==> src/rtl/slp_pkg.sv <==
package slp_pkg;
  // Action taken on a latch rising edge
  typedef enum logic [1:0] {
    ACT_NONE = 2'd0,
    ACT_LOAD = 2'd1,
    ACT_CTRL = 2'd2
  } lat_act_e;
endpackage

==> src/rtl/slp_edge_sync.sv <==
module slp_edge_sync #(
  parameter int N      = 3,
  parameter int STAGES = 2
) (
  input  logic         clk,
  input  logic         rst_n,
  input  logic [N-1:0] async_in,
  output logic [N-1:0] level_o,
  output logic [N-1:0] rise_o
);
  localparam int DEPTH = STAGES + 1;

  for (genvar g = 0; g < N; g++) begin : g_ch
    logic [DEPTH-1:0] pipe_q;
    logic [DEPTH-1:0] pipe_d;

    always_comb begin
      pipe_d = {pipe_q[DEPTH-2:0], async_in[g]};
    end

    always_ff @(posedge clk or negedge rst_n) begin
      if (!rst_n) pipe_q <= '0;
      else        pipe_q <= pipe_d;
    end

    assign level_o[g] = pipe_q[STAGES-1];
    assign rise_o[g]  = pipe_q[STAGES-1] & ~pipe_q[STAGES];
  end
endmodule

==> src/rtl/slp_shift_core.sv <==
module slp_shift_core
  import slp_pkg::*;
#(
  parameter int DW = 16
) (
  input  logic          clk,
  input  logic          rst_n,
  input  logic          sin_s,
  input  logic          sclk_rise,
  input  logic          lat_rise,
  input  logic [DW-1:0] status_i,
  output logic          sout_o,
  output logic [DW-1:0] onoff_o,
  output logic          ctrl_o
);
  localparam int SW = DW + 1;

  logic [SW-1:0] sr_q, sr_d;
  logic [DW-1:0] onoff_q, onoff_d;
  logic          fresh_q, fresh_d;
  logic          ctrl_q, ctrl_d;
  logic          sr_en, onoff_en, fresh_en;
  lat_act_e      act;

  // Latch decode: an edge counts only when new bits arrived since the last one
  always_comb begin
    act = ACT_NONE;
    if (lat_rise && fresh_q) act = sr_q[SW-1] ? ACT_CTRL : ACT_LOAD;
  end

  // Next state; an accepted latch takes priority over a coincident shift
  always_comb begin
    sr_d     = sr_q;
    onoff_d  = onoff_q;
    fresh_d  = fresh_q;
    ctrl_d   = 1'b0;
    sr_en    = 1'b0;
    onoff_en = 1'b0;
    fresh_en = 1'b0;
    unique case (act)
      ACT_LOAD: begin
        onoff_d  = sr_q[DW-1:0];
        onoff_en = 1'b1;
        sr_d     = {sr_q[SW-1], status_i};
        sr_en    = 1'b1;
        fresh_d  = 1'b0;
        fresh_en = 1'b1;
      end
      ACT_CTRL: begin
        ctrl_d   = 1'b1;
        fresh_d  = 1'b0;
        fresh_en = 1'b1;
      end
      default: begin
        if (sclk_rise) begin
          sr_d     = {sr_q[SW-2:0], sin_s};
          sr_en    = 1'b1;
          fresh_d  = 1'b1;
          fresh_en = 1'b1;
        end
      end
    endcase
  end

  always_ff @(posedge clk or negedge rst_n) begin
    if (!rst_n) begin
      sr_q    <= '0;
      onoff_q <= '0;
      fresh_q <= 1'b0;
      ctrl_q  <= 1'b0;
    end else begin
      if (sr_en)    sr_q    <= sr_d;
      if (onoff_en) onoff_q <= onoff_d;
      if (fresh_en) fresh_q <= fresh_d;
      ctrl_q <= ctrl_d;
    end
  end

  assign sout_o  = sr_q[SW-1];
  assign onoff_o = onoff_q;
  assign ctrl_o  = ctrl_q;

  // a lone shift edge moves the synchronized input into bit 0
  p_shift_in_r2: assert property (@(posedge clk) disable iff (!rst_n)
    (sclk_rise && !lat_rise) |=> (sr_q[0] == $past(sin_s)) && (sr_q[SW-1] == $past(sr_q[SW-2])));

  // on/off latch moves only after an accepted select-0 latch edge
  p_onoff_hold_r3: assert property (@(posedge clk) disable iff (!rst_n)
    !(lat_rise && fresh_q && !sr_q[SW-1]) |=> $stable(onoff_q));

  // status load keeps bit 16
  p_msb_kept_r4: assert property (@(posedge clk) disable iff (!rst_n)
    (lat_rise && fresh_q) |=> $stable(sr_q[SW-1]));

  // select-1 latch leaves register and outputs untouched
  p_ctrl_hold_r5: assert property (@(posedge clk) disable iff (!rst_n)
    (lat_rise && fresh_q && sr_q[SW-1]) |=> $stable(sr_q) && $stable(onoff_q));

  // a stale latch edge changes nothing
  p_stale_lat_r6: assert property (@(posedge clk) disable iff (!rst_n)
    (lat_rise && !fresh_q && !sclk_rise) |=> $stable(sr_q) && $stable(onoff_q));

  // control strobe follows only an accepted select-1 edge, one cycle wide
  p_ctrl_src_r8: assert property (@(posedge clk) disable iff (!rst_n)
    ctrl_q |-> $past(lat_rise && fresh_q && sr_q[SW-1]));
  p_ctrl_width_r8: assert property (@(posedge clk) disable iff (!rst_n)
    ctrl_q |=> !ctrl_q);
endmodule

==> src/rtl/serial_latch_port.sv <==
module serial_latch_port #(
  parameter int DW       = 16,
  parameter int SYNC_LEN = 2
) (
  input  logic          clk,
  input  logic          rst_n,
  input  logic          ser_in,
  input  logic          ser_clk,
  input  logic          lat_strobe,
  input  logic [DW-1:0] status_word,
  output logic          ser_out,
  output logic [DW-1:0] onoff,
  output logic          ctrl_load
);
  localparam int NSIG = 3;
  localparam int I_SIN = 0;
  localparam int I_SCK = 1;
  localparam int I_LAT = 2;

  // Asynchronous assert, synchronous release
  logic [1:0] rst_pipe_q;
  logic       rst_core_n;

  always_ff @(posedge clk or negedge rst_n) begin
    if (!rst_n) rst_pipe_q <= '0;
    else        rst_pipe_q <= {rst_pipe_q[0], 1'b1};
  end
  assign rst_core_n = rst_pipe_q[1];

  logic [NSIG-1:0] raw_in, lvl, rise;
  assign raw_in = {lat_strobe, ser_clk, ser_in};

  slp_edge_sync #(.N(NSIG), .STAGES(SYNC_LEN)) u_sync (
    .clk      (clk),
    .rst_n    (rst_core_n),
    .async_in (raw_in),
    .level_o  (lvl),
    .rise_o   (rise)
  );

  slp_shift_core #(.DW(DW)) u_core (
    .clk       (clk),
    .rst_n     (rst_core_n),
    .sin_s     (lvl[I_SIN]),
    .sclk_rise (rise[I_SCK]),
    .lat_rise  (rise[I_LAT]),
    .status_i  (status_word),
    .sout_o    (ser_out),
    .onoff_o   (onoff),
    .ctrl_o    (ctrl_load)
  );
endmodule

==> config.mk <==
export PLATFORM = sky130hd
export DESIGN_NAME = serial_latch_port
export DESIGN_NICKNAME = d
export VERILOG_FILES = /design/src/rtl/slp_pkg.sv /design/src/rtl/slp_edge_sync.sv /design/src/rtl/slp_shift_core.sv /design/src/rtl/serial_latch_port.sv
export SDC_FILE = /design/constraint.sdc
export NUM_CORES = 1
export LEC_CHECK = 0
export BUFFER_PORTS_ARGS = -buffer_cell sky130_fd_sc_hd__clkbuf_2
export CAP_MARGIN = 20
export CORE_MARGIN = 3
export CORE_UTILIZATION = 50
export DETAILED_ROUTE_END_ITERATION = 12
export HOLD_SLACK_MARGIN = 0.03
export PLACE_DENSITY = 0.73
export SKIP_CTS_REPAIR_TIMING = 1
export SLEW_MARGIN = 20
export SYNTH_ARGS = -nofsm -noshare
export SYNTH_HDL_FRONTEND = slang
export SYNTH_SLANG_ARGS = --single-unit
==> constraint.sdc <==
create_clock -name clk -period 3.4 [get_ports clk]
set_input_delay 0.17 -clock clk [delete_from_list [all_inputs] [get_ports clk]]
set_output_delay 0.17 -clock clk [all_outputs]
set_load 0.02 [all_outputs]
* Word level (Yosys, flattened, before mapping)
Index checks and enable logic that the tools add are counted.
Storage, ports and cells: register bits after elaboration 45, bits of input ports 21, output and inout bits 18, word-level logic and storage cells 36
Operators by class: equality and inequality tests 2, mux-type cells 11, bitwise gates (word level) 6, reductions and logical operators 8
Operators with widths (number):
- $pmux W17 S2 | 1
- $mux W17 | 1
- $mux W1 | 6
- $mux W2 | 2
- $not A1 Y1 | 4
- $reduce_and A2 Y1 | 2
- $reduce_and A4 Y1 | 1
- $reduce_bool A2 Y1 | 2
- $reduce_and A3 Y1 | 1
- $and A1 B1 Y1 | 2
- $eq A2 B1 Y1 const B | 1
- $eq A2 B2 Y1 const B | 1
- $pmux W1 S2 | 1
- $reduce_or A2 Y1 | 1
- $logic_and A1 B1 Y1 | 1

* Logic depth before layout (Yosys ltp)
Gate-level depths: netlist (run 1).
depth in word-level cells 8, gate-level depth with buffers 4, gate-level depth less buffers 3

* Cells and area by module
From an unflattened synthesis (run 1), not the netlist that was laid out.
Second synthesis, totals: cell total of the unflattened synthesis 114, area total of the unflattened synthesis 1811.7 um2
Modules (own cells, without submodules):
- slp_shift_core | times used 1, cells each 96, area an instance 1468.9 um2, sequential area each 875.8 um2
- slp_edge_sync | times used 1, cells each 15, area an instance 289.0 um2, sequential area each 225.2 um2
- serial_latch_port | times used 1, cells each 3, area an instance 53.8 um2, sequential area each 50.0 um2

* Least setup slack after synthesis (run 1)
No wires, ideal clock.
kind register to register, start point reg u_core.sr_q[16], end point reg u_core.onoff_q[10] (netlist: u_core.onoff_o[10]), library setup time 0.125 ns, arrival time 1.322 ns, data required time 3.275 ns, setup slack 1.953 ns, stages on the path, launching flop included 4, buffers on the path 1, period minus slack after synthesis 1.447 ns, cell sequence dfrtp_1 -> and4bb_4 -> buf_4 -> mux2_2
On the way: cells in the longest elaborated chain, start to end 5
RTL lines:
- from (decl) | line slp_shift_core.sv:18 | logic [SW-1:0] sr_q, sr_d;
- from (signal assigned) | line slp_shift_core.sv:72 | if (sr_en) sr_q <= sr_d;
- $mux W2 (*) (2 in series) | line slp_shift_core.sv:28 | if (lat_rise && fresh_q) act = sr_q[SW-1] ? ACT_CTRL : ACT_LOAD;
- $eq A2 B1 Y1 (*) | line slp_shift_core.sv:40 | unique case (act)
- $mux W1 | line slp_shift_core.sv:40
- $reduce_and A2 Y1 (no source line) (*)
- to (signal assigned) | line slp_shift_core.sv:73 | if (onoff_en) onoff_q <= onoff_d;
- to (decl) | line slp_shift_core.sv:19 | logic [DW-1:0] onoff_q, onoff_d;
Mark *: on every way between the ends. The rest lies on a longest branch, timed or not. A chain may end at the register's enable or synchronous reset.

* Final worst setup path (run 1)
start point reg u_sync.g_ch[2].pipe_q[2], end point reg u_core.sr_q[5]
On the way: cells in the longest elaborated chain, start to end 7, elaborated cells on any way between the ends 11, classes of those cells eq/ne (2); mux (3); bitwise (3); reduce/logical (3)
RTL lines:
- from (decl) | line slp_edge_sync.sv:14 | logic [DEPTH-1:0] pipe_q;
- from (signal assigned) | line slp_edge_sync.sv:23 | else pipe_q <= pipe_d;
- $not A1 Y1 (*) | line slp_edge_sync.sv:27 | assign rise_o[g] = pipe_q[STAGES-1] & ~pipe_q[STAGES];
- $and A1 B1 Y1 (*) | line slp_edge_sync.sv:27
- $logic_and A1 B1 Y1 (*) | line slp_shift_core.sv:28
- $mux W2 (*) | line slp_shift_core.sv:28
- $eq A2 B2 Y1 or $eq A2 B1 Y1 (tied branches) | line slp_shift_core.sv:40
- $pmux W1 S2 (tied with other cells) | line slp_shift_core.sv:40
- $reduce_and A3 Y1 (no source line)
Mark *: on every way between the ends. The rest lies on a longest branch, timed or not. The select of a mux whose other input is x is not followed.

==> results of run 1 <==
## cell type report
class | count | area (um2)
inverter | 6 | 22.5
clock inverter | 1 | 30.0
tap | 44 | 55.1
multi-input combinational | 61 | 544
timing repair buffer | 44 | 250
fill | 261 | 1090
sequential | 45 | 1130
clock buffer | 7 | 55.1
## flip-flops by register name, indices dropped and copies added, names as in the netlist
register	cells
u_core.sr_q	17
u_core.onoff_o	16
u_sync.g_ch.pipe_q	8
rst_pipe_q	2
u_core.ctrl_o	1
u_core.fresh_q	1
## per-stage QoR
step / hold WS, ns / util, % / power (mW) / std cells
after global routing: 0.0757 / 65.6 / 1.72 / 208
after detailed placement: -0.0404 / 61.0 / 1.29 / 194
after floorplan: -0.126 / - / 1.12 / 117
after CTS: -0.427 / 63.7 / 1.63 / 202
final: 0.112 / 65.6 / 1.61 / 208
after global placement: -0.0445 / 61.0 / 1.26 / 194
## power breakdown
part           total [mW]  leakage [nW]  internal [mW]  switching (mW)
sequential          0.833         0.555          0.706           0.127
clock               0.334        0.0455          0.176           0.158
combinational       0.442         0.417          0.214           0.228
## synthesized netlist by cell type, drive strengths merged
master / n / area (um2)
and3b: 1 / 10.0
nor3: 2 / 10.0
mux2: 16 / 180
a221oi: 2 / 30.0
and2: 14 / 87.6
inv: 6 / 22.5
nor2b: 1 / 6.26
and4bb: 1 / 16.3
a221o: 14 / 140
conb: 1 / 3.75
a21oi: 1 / 16.3
nand3b: 1 / 7.51
buf: 5 / 36.3
nand2b: 1 / 6.26
dfrtp: 45 / 1130
o21ai: 3 / 15.0
nor2: 2 / 10.0
nand3: 1 / 5.00
## worst paths after layout
kind	slack (ns)	endpoint	cells past startpoint	from
worst max-delay path	1.75	u_core.sr_q[5]	3	u_sync.g_ch[2].pipe_q[2]
worst max register to register	1.75	u_core.sr_q[5]	3	u_sync.g_ch[2].pipe_q[2]
min in group asynchronous	0.14	rst_pipe_q[1]	2	rst_n
max in group asynchronous	2.47	u_core.onoff_o[6]	0	rst_pipe_q[1]
worst min-delay path	0.11	u_core.sr_q[4]	3	status_word[4]
worst min register to register	0.36	u_sync.g_ch[1].pipe_q[1]	0	u_sync.g_ch[1].pipe_q[0]
## routing by layer
layer	global-route usage (%)	routed length [um]
met4	9.76	68
met5	0	0
met2	25.0	1490
met3	6.07	178
met1	21.4	1350
## logic make-up after synthesis
group / count (synthesis) / synth area share [%]
flip-flops: 45 / 65.1
AND/OR/NAND/NOR: 24 / 9.19
AO/OA/AOI/OAI: 20 / 11.6
multiplexers: 16 / 10.4
buffers and inverters: 11 / 3.40
other: 1 / 0.217
## worst max-delay path, stage by stage, from the launching register on
cell      delay [ns]
dfrtp_1         0.41
and4bb_4        0.63
a21oi_4         0.16
a221o_1         0.33
==> reports/metrics.yaml, run 1 <==
place:
  dp_hpwl_mm: 2.09
  placed_area_um2: 1940
  pre_cts_ws_ns: 1.75
  place_congestion: 0.679
  io_buffers: 38
logic_synthesis:
  synth_area_um2: 1730
  syn_nets: 138
  synthCells: 117
  yosys_warnings: 0
  avgSynthCellArea_um2: 14.8
  yosysSeqAreaShare_pct: 65.1
  synthDistinctLibCells: 21
  synth_seq_cells: 45
timing:
  layout_setup_ws_ns: 1.75
  skew_ns: 0.00863
  finalSetupViolations: 0
  drv_slew: 0
  tightest_slew_ns: 0.874
  setup_tns_ns: 0
  rsz0062_at_grt: "false"
  period_needed_ns: 1.65
  min_period_over_period_pct: 48.6
  hold_violations: 0
  fmax_mhz: 605
  maxSlewHeadroom_pct: 41.7
global_route:
  grt_overflow_total: 0
  grt_pass1_wl_mm: 5.18
  grt_max_degree: 44
  antenna_found_initial: 0
  grt_pass1_vias: 1086
  grt_use_total_pct: 16.9
cells_and_area:
  fin_nets: 184
  final_area_um2: 2080
  n_antenna_cell: 0
  layout-drive-gt1-share_pct: 41.5
  syn2layout_area_growth_pct: 20.6
  mostFrequentLayoutCell: "dfrtp_1"
  layout_common_cells: "44 x dfrtp_1, 38 x clkbuf_2, 16 x mux2_2"
floorplan:
  core_area_um2: 3180
  die_x_um: 64.8
  die_area_um2: 4200
  initial_core_util_pct: 54.4
  row_count: 20
  boundaryPins: 39
  die_h_um: 64.8
routing:
  drc: 0
  wl_per_cell_um: 14.8
  ant_nets: 0
  vias: 1113
  viasPerCell: 5.35
  dr.pass1.iters: 4
  drt_wl_total_mm: 3.09
  drtIter0Drc: 54
clocking:
  numCtsBuffers: 5
  clock_latency_ns: 0.35
  cts_tree: "built"
  clkTransAtPathRegs_ns: 0.12
  cts_root_buf: "clkbuf_4"
  cts.sinks: 45
  ctsHtreeMaxLevel: 2
  ctsLongestPathBuffers: 2
setup_path:
  cp.required_ns: 3.63
  cp_max_fo: 33
  arrival_ns: 1.89
  cp-start-kind: "register"
  cp-end-kind: "register"
  critPathKind: "reg2reg"
job:
  drv_cap: 0
hold_path:
  min_path_type: "in2reg"
pwr:
  ir_worst_vdd_v: 0.000394
  power.density_nw_per_um2: 772
  leakagePower_nw: 1.02
status:
  status: "finished clean"
No activity file was read; power rests on OpenSTA's default activity.
==> inputs of run 2 (changes only) <==
Clock period 3.4 ns to 1.7 ns, I/O delays scaled along.
==> run 2 against run 1 <==
Via count decreased by 0.36%. Critical path depth unchanged. Core utilization is 1.4 points higher. Flip-flop and latch count unchanged. Clock skew is 0.0054 ns higher. Count of clock-buffer cells in the layout up 1. First-iteration DRC count grew 28%. Sequential power is 98% higher. Non-clock buffer count rose by 7. Global-route usage is 1.4 points lower. Worst setup slack got worse by 1.5 ns. Wire length fell by 6.4%.
==> reports/metrics.yaml, run 2 (synthesized netlist as in run 1, its figures left out) <==
global_route:
  grt_overflow_total: 0  # unchanged
  grt_pass1_vias: 1074  # -1.1%
  grt_use_total_pct: 15.6  # -1.4 points
  antenna_found_initial: 0  # unchanged
  grt_pass1_wl_mm: 4.97  # -4.1%
  grt_max_degree: 23  # -48%
clocking:
  ctsHtreeMaxLevel: 2  # unchanged
  numCtsBuffers: 5  # unchanged
  cts.sinks: 45  # unchanged
  cts_root_buf: "clkbuf_4"
  clkTransAtPathRegs_ns: 0.12  # about the same
  clock_latency_ns: 0.34  # about the same
  cts_tree: "built"
  ctsLongestPathBuffers: 2  # unchanged
hold_path:
  min_path_type: "in2reg"
timing:
  min_period_over_period_pct: 86.6  # +38 points
  rsz0062_at_grt: "false"
  holdWs_ns: 0.0292  # -0.0825 ns
  drv_slew: 0  # unchanged
  skew_ns: 0.0141  # +0.00543 ns
  fmax_mhz: 679  # +12%
  period_needed_ns: 1.47  # -0.181 ns
  setup_tns_ns: 0  # unchanged
  finalSetupViolations: 0  # unchanged
  hold_violations: 0  # unchanged
cells_and_area:
  fin_nets: 191  # +3.8%
  regMostFlops: "u_core.sr_q"
  largest_reg_flops: 17  # unchanged
  fillCellCount: 265  # +1.5%
  finalNonFillerCells: 215  # +3.4%
  n_antenna_cell: 0  # unchanged
  syn2layout_area_growth_pct: 23.1
  mostFrequentLayoutCell: "dfrtp_1"
  layout-drive-gt1-share_pct: 42.1  # +0.64 points
  layout_common_cells: "44 x dfrtp_1, 38 x clkbuf_2, 16 x mux2_2"
routing:
  top_layer: "met4"
  wl_met1_mm: 1.31  # -2.8%
  drtIter0Drc: 69  # +28%
  routed-wl-met3_um: 155  # -13%
  ant_nets: 0  # unchanged
  drc: 0  # unchanged
  viasPerCell: 5.16  # -3.6%
  wl_per_cell_um: 13.4  # -9.4%
  wl_met2_mm: 1.40  # -6.4%
  dr.pass1.iters: 5  # +1
  drt_wl_total_mm: 2.89  # -6.4%
  vias: 1109  # -0.36%
pwr:
  power.density_nw_per_um2: 1440  # +86%
  leakagePower_nw: 1.04  # +2.5%
  power_mw: 3.06  # +90%
  ir_worst_vdd_v: 0.000853  # +120%
floorplan:
  initial_core_util_pct: 54.4  # unchanged
  row_count: 20  # unchanged
  die_h_um: 64.8  # unchanged
  core_area_um2: 3180  # unchanged
  boundaryPins: 39  # unchanged
  die_x_um: 64.8  # unchanged
  die_area_um2: 4200  # unchanged
place:
  place_congestion: 0.706  # +4.1%
  io_buffers: 38  # unchanged
  placed_cells: 199  # +2.6%
  dp_hpwl_mm: 2.03  # -3.1%
setup_path:
  cp.required_ns: 1.94  # -1.69 ns
  critPathBufInv: 1  # +1
  crit_family: "flip-flops"
  arrival_ns: 1.71  # -0.18 ns
  cp_slowest_stage_delay_ns: 0.41  # -0.22 ns
  critPathKind: "reg2reg"
  cp-end-kind: "register"
  cp_max_fo: 17  # -48%
  cp_cell_sequence: "and4bb_4 > buf_4 > mux2_2"
  cp-start-kind: "register"
  crit_slowest_cell: "dfrtp_1"
status:
  status: "finished clean"
job:
  drv_cap: 0  # unchanged
[run 2: cell count changes in the layout (fill, tap and decap cells not counted)]
cell           change
dlygate4sd3_1      +2
buf_4              +4
bufinv_16          -1
clkbuf_1           +1
buf_12             +1
[run 2: metrics by stage]
stage | cell area, um2 | setup slack [ns] | util, %
finish | 2130 | 0.227 | 67.0
global route | 2130 | 0.174 | 67.0
CTS | 2050 | 0.216 | 64.4
detailed placement | 1990 | 0.239 | 62.6
global placement | 1990 | 0.277 | 62.6
floorplan | 1730 | 0.253 | -
[run 2: routing by layer]
metal	vias to the layer above	global-route usage, %
met3	4	5.55
met4	0	5.54
met1	546	19.8
met2	31	24.5
met5	-	0
li1	528	-
[run 2: area by class of cell]
cell class              instances  area [um2]  area share (%)
repair buffers                 51         320            15.0
well taps                      44        55.1            2.59
multi-input cells              61         544            25.6
inverters                       6        22.5            1.06
clock buffers                   8        58.8            2.76
flip-flops and latches         45        1130            53.0
[run 2: worst register-to-register path: cells and delay by family, from the launching register on]
family / cells / cell delay (ns)
DFF: 1 / 0.41
and+or+nand+nor: 1 / 0.37
muxes: 1 / 0.36
buffers and inverters: 1 / 0.23
[run 2: power by group]
part / switching [mW] / internal [mW] / total, mW
Sequential: 0.234 / 1.41 / 1.65
Combinational: 0.461 / 0.444 / 0.904
Clock: 0.304 / 0.205 / 0.509
[run 2: worst paths after layout]
kind / startpoint / to / cells after the start / slack, ns
hold / removal: status_word[5] / u_core.sr_q[5] / 3 / 0.03
min in group asynchronous: rst_pipe_q[1] / u_core.onoff_o[5] / 0 / 0.23
setup reg to reg: u_sync.g_ch[2].pipe_q[2] / u_core.onoff_o[14] / 3 / 0.23
setup / recovery: u_sync.g_ch[2].pipe_q[2] / u_core.onoff_o[14] / 3 / 0.23
hold reg to reg: rst_pipe_q[1] / u_core.onoff_o[5] / 0 / 0.23
max in group asynchronous: rst_n / rst_pipe_q[1] / 3 / 0.99
